File: config.mk
export PLATFORM = sky130hd
export DESIGN_NAME = clksrc_sel_reg
export DESIGN_NICKNAME = d
export VERILOG_FILES = /design/src/rtl/clksrc_pkg.sv /design/src/rtl/clksrc_field.sv /design/src/rtl/clksrc_evt.sv /design/src/rtl/clksrc_selhold.sv /design/src/rtl/clksrc_rdport.sv /design/src/rtl/clksrc_sel_reg.sv
export SDC_FILE = /design/constraint.sdc
export NUM_CORES = 1
export LEC_CHECK = 0
export ABC_AREA = 1
export BUFFER_PORTS_ARGS = -buffer_cell sky130_fd_sc_hd__buf_2
export CORE_MARGIN = 4
export CORE_UTILIZATION = 35
export CTS_CLUSTER_SIZE = 16
export DETAILED_ROUTE_END_ITERATION = 7
export PLACE_DENSITY = 0.7
export SKIP_LAST_GASP = 1
export SLEW_MARGIN = 5
export SYNTH_ARGS = -nofsm -noshare
export SYNTH_HDL_FRONTEND = slang
export SYNTH_SLANG_ARGS = --single-unit
export TNS_END_PERCENT = 10
File: constraint.sdc
create_clock -name clk -period 1 [get_ports clk]
set_clock_uncertainty 0.05 [all_clocks]
set_input_delay 0.05 -clock clk [delete_from_list [all_inputs] [get_ports clk]]
set_output_delay 0.05 -clock clk [all_outputs]
set_load 0.02 [all_outputs]
File: src/rtl/clksrc_pkg.sv
package clksrc_pkg;

  // Which update wins a field register in a given cycle
  typedef enum logic [1:0] {
    LD_NONE = 2'd0,
    LD_SW   = 2'd1,
    LD_HW   = 2'd2
  } ld_src_e;

endpackage

File: src/rtl/clksrc_field.sv
module clksrc_field
  import clksrc_pkg::*;
#(
  parameter int unsigned W    = 4,
  parameter int unsigned NSRC = 8
) (
  input  logic         clk,
  input  logic         rst_n,
  input  logic         sw_we,
  input  logic [W-1:0] sw_val,
  input  logic         hw_we,
  input  logic [W-1:0] hw_val,
  output logic [W-1:0] q,
  output logic         sw_bad
);

  localparam logic [W:0] LIM = (W+1)'(NSRC);

  ld_src_e      ld;
  logic         en;
  logic [W-1:0] d;
  logic [W-1:0] q_r;

  // Hardware reload outranks software
  always_comb begin
    if (hw_we)      ld = LD_HW;
    else if (sw_we) ld = LD_SW;
    else            ld = LD_NONE;
  end

  always_comb begin
    en = 1'b0;
    d  = q_r;
    unique case (ld)
      LD_HW:   begin en = 1'b1; d = hw_val; end
      LD_SW:   begin en = 1'b1; d = sw_val; end
      default: begin en = 1'b0; d = q_r;    end
    endcase
  end

  always_ff @(posedge clk or negedge rst_n) begin
    if (!rst_n)  q_r <= '0;
    else if (en) q_r <= d;
  end

  assign q      = q_r;
  assign sw_bad = sw_we && ({1'b0, sw_val} >= LIM);


  hw_load_wins_chk: assert property (@(posedge clk) disable iff (!rst_n)
    hw_we |=> (q == $past(hw_val)));

endmodule

File: src/rtl/clksrc_evt.sv
module clksrc_evt #(
  parameter int unsigned W = 4
) (
  input  logic         evt_wake,
  input  logic         evt_clk_off,
  input  logic [W-1:0] wake_val,
  input  logic [W-1:0] sleep_val,
  output logic         hw_we,
  output logic [W-1:0] hw_val
);

  // Wakeup outranks clock-off when both pulse together
  always_comb begin
    hw_we  = evt_wake | evt_clk_off;
    hw_val = evt_wake ? wake_val : sleep_val;
  end

endmodule

File: src/rtl/clksrc_selhold.sv
module clksrc_selhold #(
  parameter int unsigned W     = 4,
  parameter int unsigned NSRC  = 8,
  parameter int unsigned SEL_W = 3
) (
  input  logic             clk,
  input  logic             rst_n,
  input  logic [W-1:0]     cur,
  output logic [SEL_W-1:0] sel
);

  localparam logic [W:0] LIM = (W+1)'(NSRC);

  logic             legal;
  logic             en;
  logic [SEL_W-1:0] last_d;
  logic [SEL_W-1:0] last_q;

  always_comb begin
    legal  = ({1'b0, cur} < LIM);
    sel    = legal ? cur[SEL_W-1:0] : last_q;
    en     = legal;
    last_d = cur[SEL_W-1:0];
  end

  always_ff @(posedge clk or negedge rst_n) begin
    if (!rst_n)  last_q <= '0;
    else if (en) last_q <= last_d;
  end


  sel_hold_illegal_chk: assert property (@(posedge clk) disable iff (!rst_n)
    (!legal) |-> (sel == last_q));

endmodule

File: src/rtl/clksrc_rdport.sv
module clksrc_rdport #(
  parameter int unsigned DATA_W = 32
) (
  input  logic              clk,
  input  logic              rst_n,
  input  logic              rd_hit,
  input  logic              rd_any,
  input  logic [DATA_W-1:0] img,
  output logic [DATA_W-1:0] rdata
);

  logic              busy_q;
  logic              en;
  logic [DATA_W-1:0] d;
  logic [DATA_W-1:0] rdata_q;

  // Clock only on a read strobe or to clear the previous return
  always_comb begin
    en = rd_any | busy_q;
    d  = rd_hit ? img : '0;
  end

  always_ff @(posedge clk or negedge rst_n) begin
    if (!rst_n) begin
      rdata_q <= '0;
      busy_q  <= 1'b0;
    end else begin
      busy_q <= rd_any;
      if (en) rdata_q <= d;
    end
  end

  assign rdata = rdata_q;


  rdata_idle_zero_chk: assert property (@(posedge clk) disable iff (!rst_n)
    (!rd_any) |=> (rdata == '0));

endmodule

File: src/rtl/clksrc_sel_reg.sv
module clksrc_sel_reg #(
  parameter int unsigned ADDR_W    = 12,
  parameter int unsigned DATA_W    = 32,
  parameter int unsigned FLD_W     = 4,
  parameter int unsigned NSRC      = 8,
  parameter int unsigned REG_OFS   = 32'h48,
  parameter int unsigned WAKE_LSB  = 24,
  parameter int unsigned SLEEP_LSB = 16,
  parameter int unsigned CUR_LSB   = 0
) (
  input  logic                     clk,
  input  logic                     rst_n,
  input  logic [ADDR_W-1:0]        bus_addr,
  input  logic                     bus_wr,
  input  logic                     bus_rd,
  input  logic [DATA_W-1:0]        bus_wdata,
  input  logic                     bus_priv,
  output logic [DATA_W-1:0]        bus_rdata,
  input  logic                     evt_clk_off,
  input  logic                     evt_wake,
  output logic [$clog2(NSRC)-1:0]  src_sel,
  output logic                     enc_err
);

  localparam int unsigned SEL_W = $clog2(NSRC);
  localparam logic [ADDR_W-1:0] OFS = ADDR_W'(REG_OFS);
  localparam logic [DATA_W-1:0] FMASK =
      (DATA_W'((1 << FLD_W) - 1) << WAKE_LSB) |
      (DATA_W'((1 << FLD_W) - 1) << SLEEP_LSB) |
      (DATA_W'((1 << FLD_W) - 1) << CUR_LSB);

  logic             hit;
  logic             wr_ok;
  logic [FLD_W-1:0] wake_q, sleep_q, cur_q;
  logic             bad_w, bad_s, bad_c;
  logic             hw_we;
  logic [FLD_W-1:0] hw_val;
  logic [DATA_W-1:0] img;
  logic             err_d, err_q, err_en;
  logic             zero_we;
  logic [FLD_W-1:0] zero_val;
  logic             unused_bits;

  always_comb begin
    hit      = (bus_addr == OFS);
    wr_ok    = bus_wr & bus_priv & hit;
    zero_we  = 1'b0;
    zero_val = '0;
  end

  assign unused_bits = ^(bus_wdata & ~FMASK);

  clksrc_field #(.W(FLD_W), .NSRC(NSRC)) u_wake (
    .clk(clk), .rst_n(rst_n),
    .sw_we(wr_ok), .sw_val(bus_wdata[WAKE_LSB +: FLD_W]),
    .hw_we(zero_we), .hw_val(zero_val),
    .q(wake_q), .sw_bad(bad_w)
  );

  clksrc_field #(.W(FLD_W), .NSRC(NSRC)) u_sleep (
    .clk(clk), .rst_n(rst_n),
    .sw_we(wr_ok), .sw_val(bus_wdata[SLEEP_LSB +: FLD_W]),
    .hw_we(zero_we), .hw_val(zero_val),
    .q(sleep_q), .sw_bad(bad_s)
  );

  clksrc_evt #(.W(FLD_W)) u_evt (
    .evt_wake(evt_wake), .evt_clk_off(evt_clk_off),
    .wake_val(wake_q), .sleep_val(sleep_q),
    .hw_we(hw_we), .hw_val(hw_val)
  );

  clksrc_field #(.W(FLD_W), .NSRC(NSRC)) u_cur (
    .clk(clk), .rst_n(rst_n),
    .sw_we(wr_ok), .sw_val(bus_wdata[CUR_LSB +: FLD_W]),
    .hw_we(hw_we), .hw_val(hw_val),
    .q(cur_q), .sw_bad(bad_c)
  );

  clksrc_selhold #(.W(FLD_W), .NSRC(NSRC), .SEL_W(SEL_W)) u_sel (
    .clk(clk), .rst_n(rst_n), .cur(cur_q), .sel(src_sel)
  );

  // Register image with reserved bits forced to zero
  always_comb begin
    img = '0;
    img[WAKE_LSB  +: FLD_W] = wake_q;
    img[SLEEP_LSB +: FLD_W] = sleep_q;
    img[CUR_LSB   +: FLD_W] = cur_q;
  end

  clksrc_rdport #(.DATA_W(DATA_W)) u_rd (
    .clk(clk), .rst_n(rst_n),
    .rd_hit(bus_rd & hit), .rd_any(bus_rd),
    .img(img), .rdata(bus_rdata)
  );

  // Sticky encoding error
  always_comb begin
    err_en = bad_w | bad_s | bad_c;
    err_d  = 1'b1;
  end

  always_ff @(posedge clk or negedge rst_n) begin
    if (!rst_n)      err_q <= 1'b0;
    else if (err_en) err_q <= err_d;
  end

  assign enc_err = err_q;


  user_write_ignored_chk: assert property (@(posedge clk) disable iff (!rst_n)
    (bus_wr && !bus_priv && !evt_wake && !evt_clk_off)
      |=> ($stable(cur_q) && $stable(wake_q) && $stable(sleep_q)));


  clk_off_reload_chk: assert property (@(posedge clk) disable iff (!rst_n)
    (evt_clk_off && !evt_wake) |=> (cur_q == $past(sleep_q)));


  wake_priority_chk: assert property (@(posedge clk) disable iff (!rst_n)
    evt_wake |=> (cur_q == $past(wake_q)));


  err_sticky_chk: assert property (@(posedge clk) disable iff (!rst_n)
    enc_err |=> enc_err);


  sel_tracks_legal_chk: assert property (@(posedge clk) disable iff (!rst_n)
    (cur_q < FLD_W'(NSRC)) |-> (src_sel == cur_q[SEL_W-1:0]));

endmodule

==> qor.json, run 1 <==
{
  "design.die.area": {"value": 5570, "unit": "sq um"},
  "setup_viol_count_final": {"value": 3},
  "cts_made_buffers": {"value": 5},
  "cp_cell_sequence": {"value": "o21ai_2, buf_6"},
  "floorplan.initialDensity": {"value": 37.5, "unit": "%"},
  "synth_largest_area_cell": {"value": "dfrtp_1"},
  "timing.hold.worst.start": {"value": "bus_wdata[3]"},
  "clock_sink_count": {"value": 29},
  "netlist-cell-type-count": {"value": 24},
  "die_h": {"value": 74.6, "unit": "microns"},
  "synth_seq_cells": {"value": 29},
  "synth_area": {"value": 1550, "unit": "sq um"},
  "worst_r2r_start": {"value": "u_sleep.q[3]"},
  "most-common-layout-cells": {"value": "43 x buf_2, 34 x nand2_1, 28 x dfrtp_1"},
  "seq_area_frac_synth": {"value": 46.7, "unit": "%"},
  "power_leakage": {"value": 1.13, "unit": "nW"},
  "r2r_slack": {"value": 0.08, "unit": "ns"},
  "initial_antenna_violation_count": {"value": 0},
  "timing.critical_path.slowest_stage_cell": {"value": "dfrtp_2"},
  "dpl_cell_area": {"value": 1830, "unit": "sq um"},
  "postSynthCellCount": {"value": 180},
  "cp_max_fo": {"value": 7},
  "design_area_final": {"value": 2110, "unit": "sq um"},
  "timing.max_cap.violations": {"value": 0},
  "ant_nets": {"value": 0},
  "design.portCount": {"value": 87},
  "route.vias.total": {"value": 1306},
  "timing.rr.end": {"value": "u_cur.q[3]"},
  "r2r_cells": {"value": 5},
  "min-delay-path-class": {"value": "primary input to register"},
  "grt_start_max_net_pins": {"value": 19},
  "worst_hold_path.num_cells": {"value": 3},
  "worst_path_dominant_cell_family": {"value": "flip-flops"},
  "average_size_of_a_mapped_cell": {"value": 8.63, "unit": "sq um"},
  "post-route-util": {"value": 50.8, "unit": "%"},
  "critical_path.startpoint_type": {"value": "register"},
  "endpoint_kind": {"value": "output port"},
  "critical_path_class": {"value": "register to output port"},
  "final.min_clock_period": {"value": 1.15, "unit": "ns"},
  "die_x": {"value": 74.6, "unit": "microns"},
  "most_frequent_standard_cell_in_the_layout_excluding_fill_and_tap_cells": {"value": "buf_2"},
  "fin_nets": {"value": 304},
  "routed_wire_length_per_instance": {"value": 11.5, "unit": "microns"},
  "worst_skew_pair.late_latency": {"value": 0.28, "unit": "ns"},
  "setup_ws": {"value": -0.150, "unit": "ns"},
  "violations": {"value": "setup timing"},
  "drt_iter0_markers": {"value": 58},
  "drive_above_1_share": {"value": 37.4, "unit": "%"},
  "netlist_top_cells_area": {"value": "dfrtp_1 47%, buf_4 10%, nand2_1 8.2%"},
  "ys_warn_count": {"value": 0},
  "first_global_vias": {"value": 1281},
  "ir_drop": {"value": 433, "unit": "uV"},
  "gr-total-overflow": {"value": 0},
  "detail_route.vias_per_cell": {"value": 4.30},
  "routabilityCongestion": {"value": 0.778},
  "timing_max_transition_violations_final": {"value": 0},
  "critPathMaxStageDelay": {"value": 0.46, "unit": "ns"},
  "final-hold-violation-count": {"value": 0},
  "cts_tree": {"value": "done"},
  "cts_max_level": {"value": 2},
  "insertedDiodeCount": {"value": 0},
  "areaGrowthSynthToFinish": {"value": 35.7, "unit": "%"},
  "setup_repair_after_global_routing_missed_its_margin": {"value": "yes"},
  "setup_tns": {"value": -0.440, "unit": "ns"},
  "hold_end": {"value": "enc_err"},
  "core_area": {"value": 4140, "unit": "sq um"},
  "worst-endpoint-arrival": {"value": 1.05, "unit": "ns"},
  "post-synth-top-area-fraction": {"value": 46.7, "unit": "%"},
  "clock.fmax": {"value": 870, "unit": "MHz"},
  "status": {"value": "complete, but fails checks"},
  "port-buffer-count": {"value": 46},
  "max-clock-path-buffers": {"value": 2},
  "worst-endpoint-required": {"value": 0.90, "unit": "ns"},
  "clk_pin_slew_worst_paths": {"value": 0.07, "unit": "ns"},
  "dp_hpwl": {"value": 2.69, "unit": "mm"},
  "wirelength": {"value": 3.51, "unit": "mm"},
  "core.rowCount": {"value": 23},
  "grt_pass1_wl": {"value": 5.69, "unit": "mm"},
  "final_min_period_over_clock_period": {"value": 115, "unit": "%"},
  "buffers_and_inverters_on_the_worst_path": {"value": 1},
  "track_usage": {"value": 13.8, "unit": "%"},
  "cts_root_buffer": {"value": "clkbuf_8"},
  "firstDrtPassIters": {"value": 4},
  "power_per_cell_area": {"value": 1270, "unit": "nW/um^2"},
  "post-route-drc-count": {"value": 0}
}
[layer usage]
metal	vias to the layer above	GRT usage [%]	share of wire (%)
li1	675	-	-
met1	578	15.8	40
met5	-	0	0
met4	0	5.34	1.3
met2	49	23.8	51
met3	4	4.73	8.0
[cells in the mapped netlist (all sizes together)]
cell / count
a21o: 1
a21oi: 10
buf: 24
clkbuf: 1
clkinv: 1
conb: 1
dfrtp: 29
inv: 23
nand2: 35
nand3: 11
nand3b: 1
nand4: 4
nor2: 20
o2111ai: 1
o21ai: 18
[tightest hold or removal path: stages]
cell	delay [ns]
buf_2	0.10
nand4_1	0.12
nand3b_1	0.08
[report_power, final]
group          switching [W]  leakage, nW  internal (W)
clock               0.000446       0.0542      0.000621
combinational       0.000229        0.732      0.000164
sequential         0.0000161        0.348       0.00120
[timing repair]
action,4_1_cts,5_1_grt
resized for setup,10,0
hold endpoints to repair,41,0
hold buffers,13,0
pin swaps,3,0
buffers inserted,2,0
endpoints found under the setup margin,3,5
[per-stage QoR]
stage                     total power [W]  setup WS (ns)  hold slack [ns]  instances
after floorplan                   0.00147        -0.0120           -0.296        199
after global placement            0.00155         -0.132          -0.0912        281
after detailed placement          0.00155         -0.195          -0.0802        281
after CTS                         0.00269         -0.155           0.0600        304
after global routing              0.00280         -0.217           0.0693        304
final                             0.00268         -0.150           0.0608        304
[worst max-delay path by stage]
| stage | start | to | slack [ns] | cells after the start |
|---|---|---|---|---|
| global placement | bus_addr[11] | u_wake.q[1] | -0.13 | 7 |
| CTS | u_cur.q[3] | src_sel[2] | -0.15 | 2 |
| finish | u_cur.q[3] | src_sel[2] | -0.15 | 2 |
| floorplan | u_cur.q[3] | u_sel.last_q[1] | -0.01 | 1 |
| detailed placement | bus_addr[1] | u_wake.q[1] | -0.19 | 7 |
| global route | u_cur.q[3] | src_sel[2] | -0.22 | 2 |
[cell families (layout without fill, tap and decap cells)]
family	after synthesis	count (layout)	share of synthesized area, %
AND/OR/NAND/NOR	71	71	21.5
AO/OA/AOI/OAI	30	30	13.9
buffers and inverters	49	104	17.6
flip-flops	29	29	46.7
other	1	20	0.242
[layout make-up]
| type | count | area [sq um] |
|---|---|---|
| Clock inverter | 1 | 5.00 |
| Timing Repair Buffer | 72 | 489 |
| Sequential cell | 29 | 727 |
| Tap cell | 50 | 62.6 |
| Inverter | 24 | 90.1 |
| Clock buffer | 7 | 96.3 |
| Fill cell | 409 | 2040 |
| Multi-Input combinational cell | 121 | 637 |
[registers in the layout (all words and copies together), names as in the netlist]
name	count
u_rd.rdata	12
u_cur.q	4
u_sleep.q	4
u_wake.q	4
u_sel.last_q	3
enc_err	1
u_rd.busy_q	1
(Power assumes the default switching activity.)
==> inputs of run 2 (changes only) <==
==> constraint.sdc (replaced) <==
create_clock -name clk -period 0.9 [get_ports clk]
set_clock_uncertainty 0.05 [all_clocks]
set_input_delay 0.045 -clock clk [delete_from_list [all_inputs] [get_ports clk]]
set_output_delay 0.045 -clock clk [all_outputs]
set_load 0.02 [all_outputs]
==> qor.json, run 2 (same netlist as run 1, synthesis figures left out) <==
{
  "grt_pass1_wl": {"value": 5.55, "unit": "mm"},
  "design.portCount": {"value": 87},
  "design_area_final": {"value": 2120, "unit": "sq um"},
  "seq_power_share": {"value": 45.6, "unit": "%"},
  "cp_max_fo": {"value": 7},
  "routabilityCongestion": {"value": 0.786},
  "timing.hold.worst.start": {"value": "bus_wdata[3]"},
  "ant_nets": {"value": 0},
  "critical_path.startpoint_type": {"value": "register"},
  "post-route-drc-count": {"value": 0},
  "dp_hpwl": {"value": 2.67, "unit": "mm"},
  "timing.critical_path.slowest_stage_cell": {"value": "dfrtp_2"},
  "dpl_cell_area": {"value": 1850, "unit": "sq um"},
  "track_usage": {"value": 13.6, "unit": "%"},
  "cts_made_buffers": {"value": 5},
  "cp_cell_sequence": {"value": "o21ai_2, buf_6"},
  "insertedDiodeCount": {"value": 0},
  "max-clock-path-buffers": {"value": 2},
  "power_per_cell_area": {"value": 1400, "unit": "nW/um^2"},
  "routed_wire_length_per_instance": {"value": 11.0, "unit": "microns"},
  "switching_part_of_the_total_power": {"value": 25.6, "unit": "%"},
  "p_comb_share": {"value": 14.7, "unit": "%"},
  "worst_r2r_start": {"value": "u_cur.q[3]"},
  "gr-total-overflow": {"value": 0},
  "clock.fmax": {"value": 860, "unit": "MHz"},
  "ir_drop": {"value": 493, "unit": "uV"},
  "buffers_and_inverters_on_the_worst_path": {"value": 1},
  "timing_max_transition_violations_final": {"value": 0},
  "critPathMaxStageDelay": {"value": 0.46, "unit": "ns"},
  "r2r_cells": {"value": 4},
  "cts_root_buffer": {"value": "clkbuf_8"},
  "worst-endpoint-arrival": {"value": 1.07, "unit": "ns"},
  "drive_above_1_share": {"value": 37.9, "unit": "%"},
  "final_min_period_over_clock_period": {"value": 129, "unit": "%"},
  "cts_tree": {"value": "done"},
  "worst_path_dominant_cell_family": {"value": "flip-flops"},
  "timing.rr.end": {"value": "u_cur.q[3]"},
  "drt_iter0_markers": {"value": 71},
  "timing.max_cap.violations": {"value": 0},
  "critical_path_class": {"value": "register to output port"},
  "initial_antenna_violation_count": {"value": 0},
  "setup_repair_after_global_routing_missed_its_margin": {"value": "yes"},
  "most-common-layout-cells": {"value": "43 x buf_2, 34 x nand2_1, 28 x dfrtp_1"},
  "core.rowCount": {"value": 23},
  "netSwitchingPower": {"value": 0.000759, "unit": "W"},
  "final-hold-violation-count": {"value": 0},
  "endpoint": {"value": "src_sel[2]"},
  "violations": {"value": "setup timing"},
  "first_global_vias": {"value": 1234},
  "power_leakage": {"value": 1.15, "unit": "nW"},
  "design.die.area": {"value": 5570, "unit": "sq um"},
  "clk_pin_slew_worst_paths": {"value": 0.07, "unit": "ns"},
  "setup.worst_path.start": {"value": "u_cur.q[3]"},
  "route.vias.total": {"value": 1275},
  "worst-endpoint-required": {"value": 0.81, "unit": "ns"},
  "setup_viol_count_final": {"value": 20},
  "design_power_total": {"value": 0.00297, "unit": "W"},
  "grt_start_max_net_pins": {"value": 19},
  "final.min_clock_period": {"value": 1.16, "unit": "ns"},
  "status": {"value": "complete, but fails checks"},
  "clock_sink_count": {"value": 29},
  "port-buffer-count": {"value": 46},
  "floorplan.initialDensity": {"value": 37.5, "unit": "%"},
  "die_h": {"value": 74.6, "unit": "microns"},
  "cts_max_level": {"value": 2},
  "endpoint_kind": {"value": "output port"},
  "min-delay-path-class": {"value": "primary input to register"},
  "firstDrtPassIters": {"value": 4},
  "clock_share_of_power": {"value": 39.8, "unit": "%"},
  "flip_flop_count_of_the_largest_register_after_layout": {"value": 12},
  "post-route-util": {"value": 51.2, "unit": "%"},
  "worst_skew_pair.late_latency": {"value": 0.29, "unit": "ns"},
  "areaGrowthSynthToFinish": {"value": 36.7, "unit": "%"},
  "die_x": {"value": 74.6, "unit": "microns"},
  "cp.depth": {"value": 2},
  "most_frequent_standard_cell_in_the_layout_excluding_fill_and_tap_cells": {"value": "buf_2"},
  "wirelength": {"value": 3.38, "unit": "mm"},
  "pre_cts_slack": {"value": -0.261, "unit": "ns"},
  "core_area": {"value": 4140, "unit": "sq um"},
  "setup_ws": {"value": -0.262, "unit": "ns"},
  "detail_route.vias_per_cell": {"value": 4.17},
  "r2r_slack": {"value": -0.13, "unit": "ns"},
  "internal_power": {"value": 0.00221, "unit": "W"},
  "fin_nets": {"value": 306}
}
[run 2: changes by cell type in the layout (fill, tap and decap cells not counted), sizes merged]
| cell | previous run | this run |
|---|---|---|
| buf | 59 | 61 |
[run 2: power by group through the flow]
| stage | Combinational, W | Sequential, W | Clock (W) |
|---|---|---|---|
| after global placement | 0.000354 | 0.00137 | 0 |
| after CTS | 0.000438 | 0.00135 | 0.00121 |
| after global routing | 0.000485 | 0.00135 | 0.00128 |
| final | 0.000435 | 0.00135 | 0.00118 |
| after floorplan | 0.000262 | 0.00137 | 0 |
| after detailed placement | 0.000359 | 0.00137 | 0 |
[run 2: through the flow]
step | std cells | hold WS (ns) | TNS (ns)
floorplan | 199 | -0.301 | -0.627
global placement | 284 | -0.0926 | -4.33
detailed placement | 284 | -0.0834 | -4.92
CTS | 306 | 0.0382 | -1.25
global route | 306 | 0.0612 | -3.17
finish | 306 | 0.0480 | -1.03
[run 2: worst min-delay path by stage]
stage	slack [ns]	endpoint	cells past startpoint
4_1_cts	0.04	enc_err	3
3_3_place_gp	-0.09	u_sel.last_q[1]	1
3_5_place_dp	-0.08	u_sel.last_q[1]	1
5_1_grt	0.06	enc_err	3
2_1_floorplan	-0.30	enc_err	0
6_report	0.05	enc_err	3
[run 2: final cells by class]
class                           instances  area [sq um]
Fill cell                             405          2020
Inverter                               24          90.1
Sequential cell                        29           727
Timing Repair Buffer                   74           504
Multi-Input combinational cell        121           637
Clock buffer                            7          96.3
Clock inverter                          1          5.00
Tap cell                               50          62.6
[run 2: worst reg2reg max path: stages, from the launching register on]
cell	delay, ns
dfrtp_2	0.46
buf_4	0.16
buf_4	0.12
nand3_1	0.07
nand2_1	0.06
[run 2: timing repair]
item,CTS,global route
endpoints found under the setup margin,27,39
resized for setup,10,0
hold endpoints to repair,41,0
setup buffers,1,0
hold buffers,13,0
pin swaps,3,0
[run 2: per-layer routing]
metal  track usage, %  routed length, microns  vias up  part of all wire, %
li1                 -                       -      677                    -
met1             16.3                    1440      547                   43
met2             22.4                    1630       45                   48
met3             3.65                     232        6                  6.9
met4             6.52                      80        0                  2.4
met5                0                       0        -                    0
==> inputs of run 3 (changes only) <==
--- a/config.mk
+++ b/config.mk
@@ -5,13 +5,12 @@
 export SDC_FILE = /design/constraint.sdc
 export NUM_CORES = 1
 export LEC_CHECK = 0
-export ABC_AREA = 1
 export BUFFER_PORTS_ARGS = -buffer_cell sky130_fd_sc_hd__buf_2
 export CORE_MARGIN = 4
 export CORE_UTILIZATION = 35
 export CTS_CLUSTER_SIZE = 16
 export DETAILED_ROUTE_END_ITERATION = 7
-export PLACE_DENSITY = 0.7
+export PLACE_DENSITY = 0.72
 export SKIP_LAST_GASP = 1
 export SLEW_MARGIN = 5
 export SYNTH_ARGS = -nofsm -noshare
==> qor.json, run 3 <==
{
  "cts_root_buffer": {"value": "clkbuf_8"},
  "grt_start_max_net_pins": {"value": 30},
  "netlist-cell-type-count": {"value": 25},
  "most_frequent_standard_cell_in_the_layout_excluding_fill_and_tap_cells": {"value": "buf_2"},
  "critPathMaxStageDelay": {"value": 0.63, "unit": "ns"},
  "fin_nets": {"value": 241},
  "wl_met3": {"value": 236, "unit": "microns"},
  "detail_route.vias_per_cell": {"value": 4.79},
  "slew_headroom": {"value": 41.8, "unit": "%"},
  "met2RoutedLength": {"value": 1.81, "unit": "mm"},
  "ys_async_sr_fraction": {"value": 100, "unit": "%"},
  "max-clock-path-buffers": {"value": 2},
  "wirelength": {"value": 3.46, "unit": "mm"},
  "cts_tree": {"value": "done"},
  "power_per_cell_area": {"value": 1400, "unit": "nW/um^2"},
  "routed_wire_length_per_instance": {"value": 14.5, "unit": "microns"},
  "postSynthCellCount": {"value": 111},
  "synth_largest_area_cell": {"value": "dfrtp_1"},
  "final.min_clock_period": {"value": 1.53, "unit": "ns"},
  "areaGrowthSynthToFinish": {"value": 40.9, "unit": "%"},
  "cts_max_level": {"value": 2},
  "first_global_vias": {"value": 1183},
  "design_area_final": {"value": 1990, "unit": "sq um"},
  "endpoint_kind": {"value": "register"},
  "clock_sink_count": {"value": 29},
  "netSwitchingPower": {"value": 0.000710, "unit": "W"},
  "nFillCells": {"value": 340},
  "most-common-layout-cells": {"value": "43 x buf_2, 29 x dfrtp_1, 20 x conb_1"},
  "p_comb_share": {"value": 15.2, "unit": "%"},
  "ant_nets": {"value": 0},
  "cts_made_buffers": {"value": 5},
  "ys_warn_count": {"value": 0},
  "worst-endpoint-required": {"value": 1.01, "unit": "ns"},
  "tightest_slew": {"value": 0.870, "unit": "ns"},
  "port-buffer-count": {"value": 46},
  "post-synth-top-area-fraction": {"value": 51.5, "unit": "%"},
  "initial_antenna_violation_count": {"value": 0},
  "netlist_top_cells_area": {"value": "dfrtp_1 51%, buf_4 11%, mux2_4 8.5%"},
  "drive_above_1_share": {"value": 45.0, "unit": "%"},
  "die_x": {"value": 71.5, "unit": "microns"},
  "clock.fmax": {"value": 655, "unit": "MHz"},
  "drt_iter0_markers": {"value": 64},
  "clock_share_of_power": {"value": 36.2, "unit": "%"},
  "synth_top_cells_by_count": {"value": "29 x dfrtp_1, 20 x buf_4, 12 x a22o_1"},
  "dp_hpwl": {"value": 2.59, "unit": "mm"},
  "seq_power_share": {"value": 48.5, "unit": "%"},
  "track_usage": {"value": 14.5, "unit": "%"},
  "insertedDiodeCount": {"value": 0},
  "floorplan.initialDensity": {"value": 37.4, "unit": "%"},
  "synth_area": {"value": 1410, "unit": "sq um"},
  "core.rowCount": {"value": 22},
  "highest-signal-layer": {"value": "met4"},
  "setup_ws": {"value": -0.627, "unit": "ns"},
  "synth_seq_cells": {"value": 29},
  "gr-total-overflow": {"value": 0},
  "pre_cts_slack": {"value": -0.967, "unit": "ns"},
  "setup_repair_after_global_routing_missed_its_margin": {"value": "yes"},
  "route.vias.total": {"value": 1145},
  "finalHoldWorstSlack": {"value": 0.146, "unit": "ns"},
  "worst_skew_pair.late_latency": {"value": 0.28, "unit": "ns"},
  "critPathMostFrequentCell": {"value": "or4_4"},
  "internal_power": {"value": 0.00208, "unit": "W"},
  "power_leakage": {"value": 1.06, "unit": "nW"},
  "critical_path.startpoint_type": {"value": "primary input"},
  "timing.critical_path.slowest_stage_cell": {"value": "or4_4"},
  "setup_viol_count_final": {"value": 44},
  "synth-edff-count": {"value": 0},
  "ir_drop": {"value": 478, "unit": "uV"},
  "clk_pin_slew_worst_paths": {"value": 0.06, "unit": "ns"},
  "cp_max_fo": {"value": 5},
  "violations": {"value": "setup timing"},
  "design.portCount": {"value": 87},
  "routedLengthMet1": {"value": 1.32, "unit": "mm"},
  "critical_path_class": {"value": "primary input to register"},
  "design.die.area": {"value": 5110, "unit": "sq um"},
  "core_area": {"value": 3770, "unit": "sq um"},
  "grt_pass1_wl": {"value": 5.73, "unit": "mm"},
  "flip_flop_count_of_the_largest_register_after_layout": {"value": 12},
  "post-route-drc-count": {"value": 0},
  "dpl_cell_area": {"value": 1760, "unit": "sq um"},
  "final-hold-violation-count": {"value": 0},
  "timing_max_transition_violations_final": {"value": 0},
  "worst-endpoint-arrival": {"value": 1.64, "unit": "ns"},
  "post-synth-top-count-cell": {"value": "dfrtp_1"},
  "timing.max_cap.violations": {"value": 0},
  "routabilityCongestion": {"value": 0.789},
  "average_size_of_a_mapped_cell": {"value": 12.7, "unit": "sq um"},
  "die_h": {"value": 71.5, "unit": "microns"},
  "seq_area_frac_synth": {"value": 51.5, "unit": "%"},
  "final_min_period_over_clock_period": {"value": 170, "unit": "%"},
  "min-delay-path-class": {"value": "primary input to register"},
  "ys.flop_type": {"value": "dfrtp_1"},
  "switching_part_of_the_total_power": {"value": 25.5, "unit": "%"},
  "cp_cell_sequence": {"value": "buf_6, or4_4, or4_4, mux2_4"},
  "status": {"value": "complete, but fails checks"},
  "firstDrtPassIters": {"value": 4}
}
[run 3: cell types whose count changed after synthesis, moves of 6 or more]
| cell | before | now |
|---|---|---|
| nand3_1 | 8 | 0 |
| nor2_1 | 16 | 1 |
| mux2_4 | 0 | 8 |
| o21ai_2 | 10 | 0 |
| o21ai_0 | 8 | 0 |
| nand2_1 | 34 | 1 |
| inv_1 | 23 | 1 |
| a22o_1 | 0 | 12 |
| a21oi_2 | 6 | 0 |
[run 3: cell families (layout without fill, tap and decap cells)]
logic type / after synthesis / count (layout) / synth area share, %
buf+inv: 24 / 84 / 12.2
mux: 11 / 11 / 10.9
flops: 29 / 29 / 51.5
simple gates: 17 / 18 / 8.96
other cells: 1 / 20 / 0.266
compound gates: 29 / 29 / 16.1
[run 3: final timing paths]
| path | startpoint | endpoint | slack, ns | cells after the start |
|---|---|---|---|---|
| worst max-delay path | bus_addr[8] | u_wake.q[1] | -0.63 | 4 |
| worst min-delay path | evt_clk_off | u_cur.q[3] | 0.15 | 4 |
| worst max register to register | u_rd.busy_q | u_rd.rdata[16] | -0.52 | 2 |
| worst min register to register | enc_err | enc_err | 0.43 | 1 |
| max in group asynchronous | rst_n | u_rd.rdata[16] | 0.44 | 3 |
| min in group asynchronous | rst_n | u_rd.rdata[19] | 0.20 | 3 |
[run 3: repair_timing]
action	4_1_cts	5_1_grt
cloned	1	0
pin swaps	2	3
endpoints found under the setup margin	44	44
hold buffers	11	0
gates resized for setup	3	2
buffers inserted	0	1
endpoints found under the hold margin	39	0
[run 3: layout make-up]
type | instances | area, sq um | share of cell area (%)
multi-input combinational | 78 | 598 | 30.1
timing repair buffer | 75 | 519 | 26.1
sequential | 29 | 726 | 36.5
tap | 48 | 60.1 | 3.02
inverter | 1 | 3.75 | 0.189
clock buffer | 8 | 80.1 | 4.03
[run 3: through the flow]
stage / setup TNS, ns / util, % / power, W / cells
6_report: -14.26 / 52.7 / 0.00279 / 239
5_1_grt: -16.64 / 52.7 / 0.00293 / 239
4_1_cts: -14.28 / 52.2 / 0.00279 / 238
3_5_place_dp: -17.28 / 46.5 / 0.00175 / 218
3_3_place_gp: -16.83 / 46.5 / 0.00174 / 218
2_1_floorplan: -13.96 / - / 0.00162 / 130
[run 3: power groups by stage]
stage / Clock [W] / Combinational (W) / Sequential (W)
6_report: 0.00101 / 0.000425 / 0.00135
3_5_place_dp: 0 / 0.000374 / 0.00138
5_1_grt: 0.00111 / 0.000467 / 0.00136
2_1_floorplan: 0 / 0.000250 / 0.00137
4_1_cts: 0.00102 / 0.000417 / 0.00135
3_3_place_gp: 0 / 0.000369 / 0.00137
[run 3: routing by layer]
metal  global-route usage, %  vias to the layer above
met3                    2.95                        8
li1                        -                      551
met1                    16.6                      548
met2                    25.0                       38
met4                    8.14                        0
met5                       0                        -
[run 3: worst max-delay path: cells and delay by family]
family / cells / cell delay, ns
buffers and inverters: 1 / 0.09
muxes: 1 / 0.32
and+or+nand+nor: 2 / 1.17
